==> config.mk <==
export PLATFORM = sky130hd
export DESIGN_NAME = bit_recovery
export DESIGN_NICKNAME = d
export VERILOG_FILES = /design/src/rtl/btr_pkg.sv /design/src/rtl/btr_line_sync.sv /design/src/rtl/btr_bit_timer.sv /design/src/rtl/btr_lag_meter.sv /design/src/rtl/bit_recovery.sv
export SDC_FILE = /design/constraint.sdc
export NUM_CORES = 1
export LEC_CHECK = 0
export BUFFER_PORTS_ARGS = -buffer_cell sky130_fd_sc_hd__buf_2
export CAP_MARGIN = 20
export CORE_ASPECT_RATIO = 0.7
export CORE_MARGIN = 10
export CORE_UTILIZATION = 55
export CTS_BUF_LIST = sky130_fd_sc_hd__clkbuf_8
export CTS_CLUSTER_DIAMETER = 100
export DETAILED_ROUTE_END_ITERATION = 12
export PLACE_DENSITY_LB_ADDON = 0.1
export SYNTH_ARGS = -nofsm -noshare
export SYNTH_HDL_FRONTEND = slang
export SYNTH_SLANG_ARGS = --single-unit
==> constraint.sdc <==
create_clock -name clk_i -period 3 [get_ports clk_i]
set_input_delay 0.6 -clock clk_i [delete_from_list [all_inputs] [get_ports clk_i]]
set_output_delay 0.6 -clock clk_i [all_outputs]
set_load 0.02 [all_outputs]
==> src/rtl/btr_pkg.sv <==
package btr_pkg;

  typedef enum logic {
    RX_IDLE = 1'b0,
    RX_RUN  = 1'b1
  } rx_state_e;

  // Clamp a signed offset to +/- lim.
  function automatic int clamp_lag(int v, int lim);
    if (v > lim) begin
      return lim;
    end else if (v < -lim) begin
      return -lim;
    end
    return v;
  endfunction

endpackage

==> src/rtl/btr_line_sync.sv <==
module btr_line_sync #(
  parameter int STAGES = 2
) (
  input  logic clk_i,
  input  logic rst_ni,
  input  logic line_i,
  output logic line_s_o,
  output logic edge_o
);

  // pipe_q[STAGES-1:0] is the synchronizer chain, pipe_q[STAGES] the
  // one-cycle-old copy of the synchronized line used for edge detection.
  logic [STAGES:0] pipe_q;
  logic [STAGES:0] pipe_d;

  always_comb begin
    pipe_d = {pipe_q[STAGES-1:0], line_i};
  end

  always_ff @(posedge clk_i or negedge rst_ni) begin
    if (!rst_ni) begin
      pipe_q <= '0;
    end else begin
      pipe_q <= pipe_d;
    end
  end

  assign line_s_o = pipe_q[STAGES-1];
  assign edge_o   = pipe_q[STAGES] ^ pipe_q[STAGES-1];

endmodule

==> src/rtl/btr_bit_timer.sv <==
module btr_bit_timer #(
  parameter int BIT_CYC = 16,
  parameter int LAG_W   = 4
) (
  input  logic                    clk_i,
  input  logic                    rst_ni,
  input  logic                    run_i,
  input  logic                    start_i,
  input  logic                    eof_i,
  input  logic signed [LAG_W-1:0] lag_i,
  output logic                    expire_o
);

  localparam int LAG_MAX  = BIT_CYC / 4;
  localparam int HALF_DN  = BIT_CYC / 2;
  localparam int CNT_W    = $clog2(BIT_CYC + LAG_MAX + 1);

  logic [CNT_W-1:0] cnt_q;
  logic [CNT_W-1:0] cnt_d;
  logic             cnt_en;
  logic             active;

  assign active   = run_i & ~start_i & ~eof_i;
  assign expire_o = active & (cnt_q == CNT_W'(1));

  // Next-state: half period on start, nominal plus lag on expiry,
  // otherwise count down.
  always_comb begin
    cnt_en = start_i | active;
    cnt_d  = cnt_q;
    if (start_i) begin
      cnt_d = CNT_W'(HALF_DN);
    end else if (expire_o) begin
      cnt_d = CNT_W'(BIT_CYC + int'(lag_i));
    end else if (active) begin
      cnt_d = cnt_q - CNT_W'(1);
    end
  end

  always_ff @(posedge clk_i or negedge rst_ni) begin
    if (!rst_ni) begin
      cnt_q <= '0;
    end else if (cnt_en) begin
      cnt_q <= cnt_d;
    end
  end

  // every reload lands inside the nominal period +/- the lag bound.
  p_reload_range_r4: assert property (@(posedge clk_i) disable iff (!rst_ni)
    expire_o |=> ((cnt_q >= CNT_W'(BIT_CYC - LAG_MAX)) &&
                  (cnt_q <= CNT_W'(BIT_CYC + LAG_MAX))));

  // between reloads the timer steps down by one each cycle.
  p_count_down_r4: assert property (@(posedge clk_i) disable iff (!rst_ni)
    (active && !expire_o) |=> (cnt_q == $past(cnt_q) - CNT_W'(1)));

  // a start pulse reloads the half-bit delay.
  p_half_load_r2: assert property (@(posedge clk_i) disable iff (!rst_ni)
    start_i |=> (cnt_q == CNT_W'(HALF_DN)));

endmodule

==> src/rtl/btr_lag_meter.sv <==
module btr_lag_meter
  import btr_pkg::*;
#(
  parameter int BIT_CYC = 16,
  parameter int LAG_W   = 4
) (
  input  logic                    clk_i,
  input  logic                    rst_ni,
  input  logic                    run_i,
  input  logic                    start_i,
  input  logic                    eof_i,
  input  logic                    expire_i,
  input  logic                    edge_i,
  output logic signed [LAG_W-1:0] lag_o
);

  localparam int LAG_MAX = BIT_CYC / 4;
  localparam int HALF_UP = BIT_CYC - BIT_CYC / 2;
  localparam int PH_W    = $clog2(BIT_CYC) + 3;

  // Phase: cycles since the predicted bit boundary (negative before it).
  logic signed [PH_W-1:0]  phase_q, phase_d;
  logic                    seen_q,  seen_d;
  logic signed [LAG_W-1:0] lag_q,   lag_d;
  logic                    active;
  logic                    first_edge;
  logic                    upd_en;
  logic signed [LAG_W-1:0] meas;

  assign active     = run_i & ~start_i & ~eof_i;
  assign first_edge = active & edge_i & ~seen_q;
  assign meas       = LAG_W'(clamp_lag(int'(phase_q), LAG_MAX));

  // Lag offered to the timer: the stored first-edge offset, or an edge
  // arriving in the expiry cycle itself, or zero for an edgeless window.
  always_comb begin
    if (seen_q) begin
      lag_o = lag_q;
    end else if (first_edge) begin
      lag_o = meas;
    end else begin
      lag_o = '0;
    end
  end

  always_comb begin
    upd_en  = start_i | active;
    phase_d = phase_q;
    seen_d  = seen_q;
    lag_d   = lag_q;
    if (start_i) begin
      phase_d = '0;
      seen_d  = 1'b0;
      lag_d   = '0;
    end else if (expire_i) begin
      phase_d = PH_W'(-HALF_UP);
      seen_d  = 1'b0;
    end else if (active) begin
      phase_d = phase_q + PH_W'(1);
      if (first_edge) begin
        seen_d = 1'b1;
        lag_d  = meas;
      end
    end
  end

  always_ff @(posedge clk_i or negedge rst_ni) begin
    if (!rst_ni) begin
      phase_q <= '0;
      seen_q  <= 1'b0;
      lag_q   <= '0;
    end else if (upd_en) begin
      phase_q <= phase_d;
      seen_q  <= seen_d;
      lag_q   <= lag_d;
    end
  end

  // the lag handed to the timer never leaves the clamp range.
  p_lag_bound_r6: assert property (@(posedge clk_i) disable iff (!rst_ni)
    run_i |-> ((int'(lag_o) <= LAG_MAX) && (int'(lag_o) >= -LAG_MAX)));

  // once a window has its first edge, later edges leave it alone.
  p_first_edge_only_r7: assert property (@(posedge clk_i) disable iff (!rst_ni)
    (active && seen_q && !expire_i) |=> $stable(lag_q));

endmodule

==> src/rtl/bit_recovery.sv <==
module bit_recovery
  import btr_pkg::*;
#(
  parameter int BIT_CYC     = 16,
  parameter int SYNC_STAGES = 2
) (
  input  logic clk_i,
  input  logic rst_ni,
  input  logic line_i,
  input  logic sync_start_i,
  input  logic frame_end_i,
  output logic bit_o,
  output logic bit_vld_o
);

  localparam int LAG_MAX = BIT_CYC / 4;
  localparam int LAG_W   = $clog2(LAG_MAX + 1) + 1;

  rx_state_e               state_q, state_d;
  logic                    run;
  logic                    line_s;
  logic                    line_edge;
  logic                    expire;
  logic signed [LAG_W-1:0] lag;
  logic                    bit_q, bit_d, bit_en;
  logic                    vld_q, vld_d;

  btr_line_sync #(
    .STAGES (SYNC_STAGES)
  ) sync_i (
    .clk_i    (clk_i),
    .rst_ni   (rst_ni),
    .line_i   (line_i),
    .line_s_o (line_s),
    .edge_o   (line_edge)
  );

  btr_lag_meter #(
    .BIT_CYC (BIT_CYC),
    .LAG_W   (LAG_W)
  ) lag_i (
    .clk_i    (clk_i),
    .rst_ni   (rst_ni),
    .run_i    (run),
    .start_i  (sync_start_i),
    .eof_i    (frame_end_i),
    .expire_i (expire),
    .edge_i   (line_edge),
    .lag_o    (lag)
  );

  btr_bit_timer #(
    .BIT_CYC (BIT_CYC),
    .LAG_W   (LAG_W)
  ) timer_i (
    .clk_i    (clk_i),
    .rst_ni   (rst_ni),
    .run_i    (run),
    .start_i  (sync_start_i),
    .eof_i    (frame_end_i),
    .lag_i    (lag),
    .expire_o (expire)
  );

  assign run = (state_q == RX_RUN);

  // Run control: start wins over end of frame.
  always_comb begin
    state_d = state_q;
    if (sync_start_i) begin
      state_d = RX_RUN;
    end else if (frame_end_i) begin
      state_d = RX_IDLE;
    end
  end

  always_comb begin
    vld_d  = expire;
    bit_en = expire;
    bit_d  = line_s;
  end

  always_ff @(posedge clk_i or negedge rst_ni) begin
    if (!rst_ni) begin
      state_q <= RX_IDLE;
      vld_q   <= 1'b0;
    end else begin
      state_q <= state_d;
      vld_q   <= vld_d;
    end
  end

  always_ff @(posedge clk_i or negedge rst_ni) begin
    if (!rst_ni) begin
      bit_q <= 1'b0;
    end else if (bit_en) begin
      bit_q <= bit_d;
    end
  end

  assign bit_o     = bit_q;
  assign bit_vld_o = vld_q;

  // a strobe never lasts longer than one cycle.
  p_strobe_pulse_r3: assert property (@(posedge clk_i) disable iff (!rst_ni)
    bit_vld_o |=> !bit_vld_o);

  // end of frame silences the next cycle unless a start overrides it.
  p_eof_silence_r8: assert property (@(posedge clk_i) disable iff (!rst_ni)
    (frame_end_i && !sync_start_i) |=> !bit_vld_o);

  // while idle and not started, no strobe follows.
  p_idle_quiet_r1: assert property (@(posedge clk_i) disable iff (!rst_ni)
    (!run && !sync_start_i) |=> !bit_vld_o);

endmodule

==> impl_metrics.csv <==
group,metric,value,unit
worst_setup_path,cp.arrival,2.11,ns
synthesis,seq_area_frac_synth,48.9,%
floorplan,num_io_pins,7,
synthesis,yosys_warnings,0,
detailed_routing,wl_per_cell,15.4,µm
synthesis,ys_ff_latch,23,
synthesis,synth-edff-count,0,
floorplan,die_y,58.7,µm
worst_setup_path,start_kind,"flop",
timing,rsz0062_at_grt,"no",
final_layout,antennaDiodeCount,0,
placed_design,dp.cells,149,
timing,fin_crit_sh,65.5,%
worst_setup_path,endpoint,"lag_i.lag_q[0]$_DFFE_PN0P_",
global_route,grt_max_degree,24,
synthesis,yosysUniqueCellTypes,34,
pwr,comb_power_share,12.2,%
floorplan,core_area,1940,µm²
global_route,grt_pass1_wl,4070,µm
synthesis,yosys_most_used_dff,"dfrtp_1",
detailed_routing,postRouteAntennaNets,0,
synthesis,synth_fp_nets,133,
final_layout,synthToLayoutAreaGrowth,7.65,%
floorplan,die_x,75.3,µm
final_layout,final_common_cell,"dfrtp_1",
worst_setup_path,r2r_end,"lag_i.lag_q[0]$_DFFE_PN0P_",
synthesis,post_synth.cell_area_avg,9.42,µm²
pwr,leakage,0.561,nW
global_route,gr-total-overflow,0,
floorplan,rows,13,
timing,setup_ws,1.03,ns
clocking,cts_resized,0,
final_layout,nets,140,
timing,clock.fmax,509,MHz
final_layout,drive_above_1_share,13.0,%
pwr,pwr-share-seq,55.5,%
clocking,clock_sink_count,23,
worst_setup_path,crit_start,"timer_i.cnt_q[1]$_DFFE_PN0P_",
synthesis,synth_area,1180,µm²
worst_setup_path,reg2reg_depth,7,
detailed_routing,drtPass1Iterations,4,
clocking,cts_hold_buf,0,
hold_path,min_path_type,"input pin to async pin",
synthesis,synthCells,125,
clocking,clock_latency,0.27,ns
detailed_routing,drt-total-wl,2360,µm
clocking,cts_root_buffer,"clkbuf_8",
pwr,power,0.612,mW
detailed_routing,avgViaCountPerCell,6.06,
clocking,cts_tree,"done",
clocking,numCtsBuffers,3,
worst_setup_path,r2r_slack,1.03,ns
pwr,ir_drop,416,µV
detailed_routing,num_vias,927,
worst_setup_path,worst-setup-path-type,"flop to flop",
placed_design,globalplace.congestion,0.916,
worst_setup_path,cp_max_fo,10,
run_status,status,"completed",
worst_setup_path,crit_required,3.14,ns
final_layout,layoutNonFillerInstCount,153,
worst_setup_path,crit_path_end_kind,"flop",
run,maxCapViolCount,0,
detailed_routing,drtIter0Drc,65,
timing,relSlewSlack,53.3,%
synthesis,async_flop_share,100,%
placed_design,place.port_buffers,6,
final_layout,layout_common_cells,"dfrtp_1, nor2_1, nand2_1, a21oi_1, nor3_1",
clocking,cts_setup_buffers,0,
floorplan,start_util,60.8,%
timing,hold_viol_final,0,
global_route,grt_pass1_vias,837,
timing,setup_viol,0,
pwr,p_per_area,483,nW/µm²
pwr,p_int,0.446,mW
timing,period_minus_slack,1.97,ns
detailed_routing,drc,0,
floorplan,die-area,4420,µm²
timing,drv_slew,0,
timing,worst_slew_pin_slew,0.699,ns
worst_setup_path,r2r_start,"timer_i.cnt_q[1]$_DFFE_PN0P_",
pwr,p_sw,0.166,mW
clocking,path_clk_slew,0.09,ns
final_layout,nFillCells,148,
pwr,switching_share,27.1,%
timing,skew,0.00580,ns
clocking,htree_levels,1,
global_route,antenna_found_initial,0,
placed_design,dp_hpwl,1710,µm
global_route,grt_usage,11.8,%
pwr,p_clk_share,32.2,%
timing,fin_tns_setup,0,ns
clocking,clockBufferDepth,2,
placed_design,dp_slack,1.06,ns
registers in the layout (all words and copies together) (netlist names):
| name | cells |
|---|---|
| bit_vld_o | 1 |
| lag_i.lag_q | 4 |
| bit_o | 1 |
| run | 1 |
| sync_i.pipe_q | 3 |
| lag_i.seen_q | 1 |
| timer_i.cnt_q | 5 |
| lag_i.phase_q | 7 |
layout make-up:
cell class | count | area [µm²] | area share (%)
Clock buffer | 3 | 41.3 | 3.26
Clock inverter | 1 | 7.51 | 0.592
Inverter | 6 | 22.5 | 1.78
Multi-Input combinational cell | 91 | 556 | 43.8
Sequential cell | 23 | 576 | 45.4
Tap cell | 22 | 27.5 | 2.17
Timing Repair Buffer | 7 | 37.5 | 2.96
Yosys cell counts (3+ instances only):
| cell | number | area share [%] |
|---|---|---|
| o21ai_0 | 6 | 2.6 |
| clkbuf_1 | 3 | 0.96 |
| nand2_1 | 10 | 3.2 |
| dfrtp_1 | 23 | 49 |
| nor3_1 | 10 | 4.3 |
| inv_1 | 6 | 1.9 |
| nor2_1 | 16 | 5.1 |
| a21oi_1 | 10 | 4.3 |
| nand3_1 | 7 | 3.0 |
| a221oi_1 | 3 | 2.2 |
| ha_1 | 3 | 3.2 |
layer usage:
metal  routed length [µm]  GRT usage, %
met3                  167          4.36
met1                 1170          16.3
met4                   33          4.22
met2                  986          16.3
met5                    0             0
worst min path at each step:
stage	cells after the start	slack, ns	endpoint	from
2_1_floorplan	0	0.30	bit_o$_DFFE_PN0N_	rst_ni
4_1_cts	1	0.30	timer_i.cnt_q[1]$_DFFE_PN0P_	rst_ni
5_1_grt	1	0.31	sync_i.pipe_q[1]$_DFF_PN0_	rst_ni
3_3_place_gp	0	0.34	sync_i.pipe_q[1]$_DFF_PN0_	sync_i.pipe_q[0]$_DFF_PN0_
3_5_place_dp	0	0.35	sync_i.pipe_q[1]$_DFF_PN0_	sync_i.pipe_q[0]$_DFF_PN0_
6_report	1	0.28	lag_i.seen_q$_DFFE_PN0P_	rst_ni
stage by stage:
| stage | hold slack, ns | cell area (µm²) | utilization, % |
|---|---|---|---|
| after floorplan | 0.304 | 1180 | - |
| after CTS | 0.301 | 1270 | 65.5 |
| after global placement | 0.344 | 1220 | 63.0 |
| after detailed placement | 0.346 | 1220 | 63.0 |
| final | 0.281 | 1270 | 65.5 |
| after global routing | 0.311 | 1270 | 65.5 |
kinds of logic after synthesis:
kind of cell | share of synthesized area, %
compound gates | 16.3
xor+xnor | 0.744
fa+ha+maj | 3.19
buf+inv | 3.93
flops | 48.9
mux | 2.66
simple gates | 24.3
critical path, cell delays in order, from the launching register on:
cell and delay (ns):
dfrtp_1 0.38, inv_1 0.09, ha_1 0.16, or4b_1 0.67
nand4_2 0.24, nor2b_1 0.08, a22oi_1 0.15, nor2_1 0.07
power groups by stage:
stage	sequential [mW]	combinational (mW)	clock (mW)
after floorplan	0.344	0.0525	0
after global placement	0.346	0.0735	0
after detailed placement	0.346	0.0747	0
after CTS	0.340	0.0751	0.201
after global routing	0.343	0.0851	0.221
final	0.340	0.0748	0.197
Note: power is estimated with default switching activity, not from simulation.
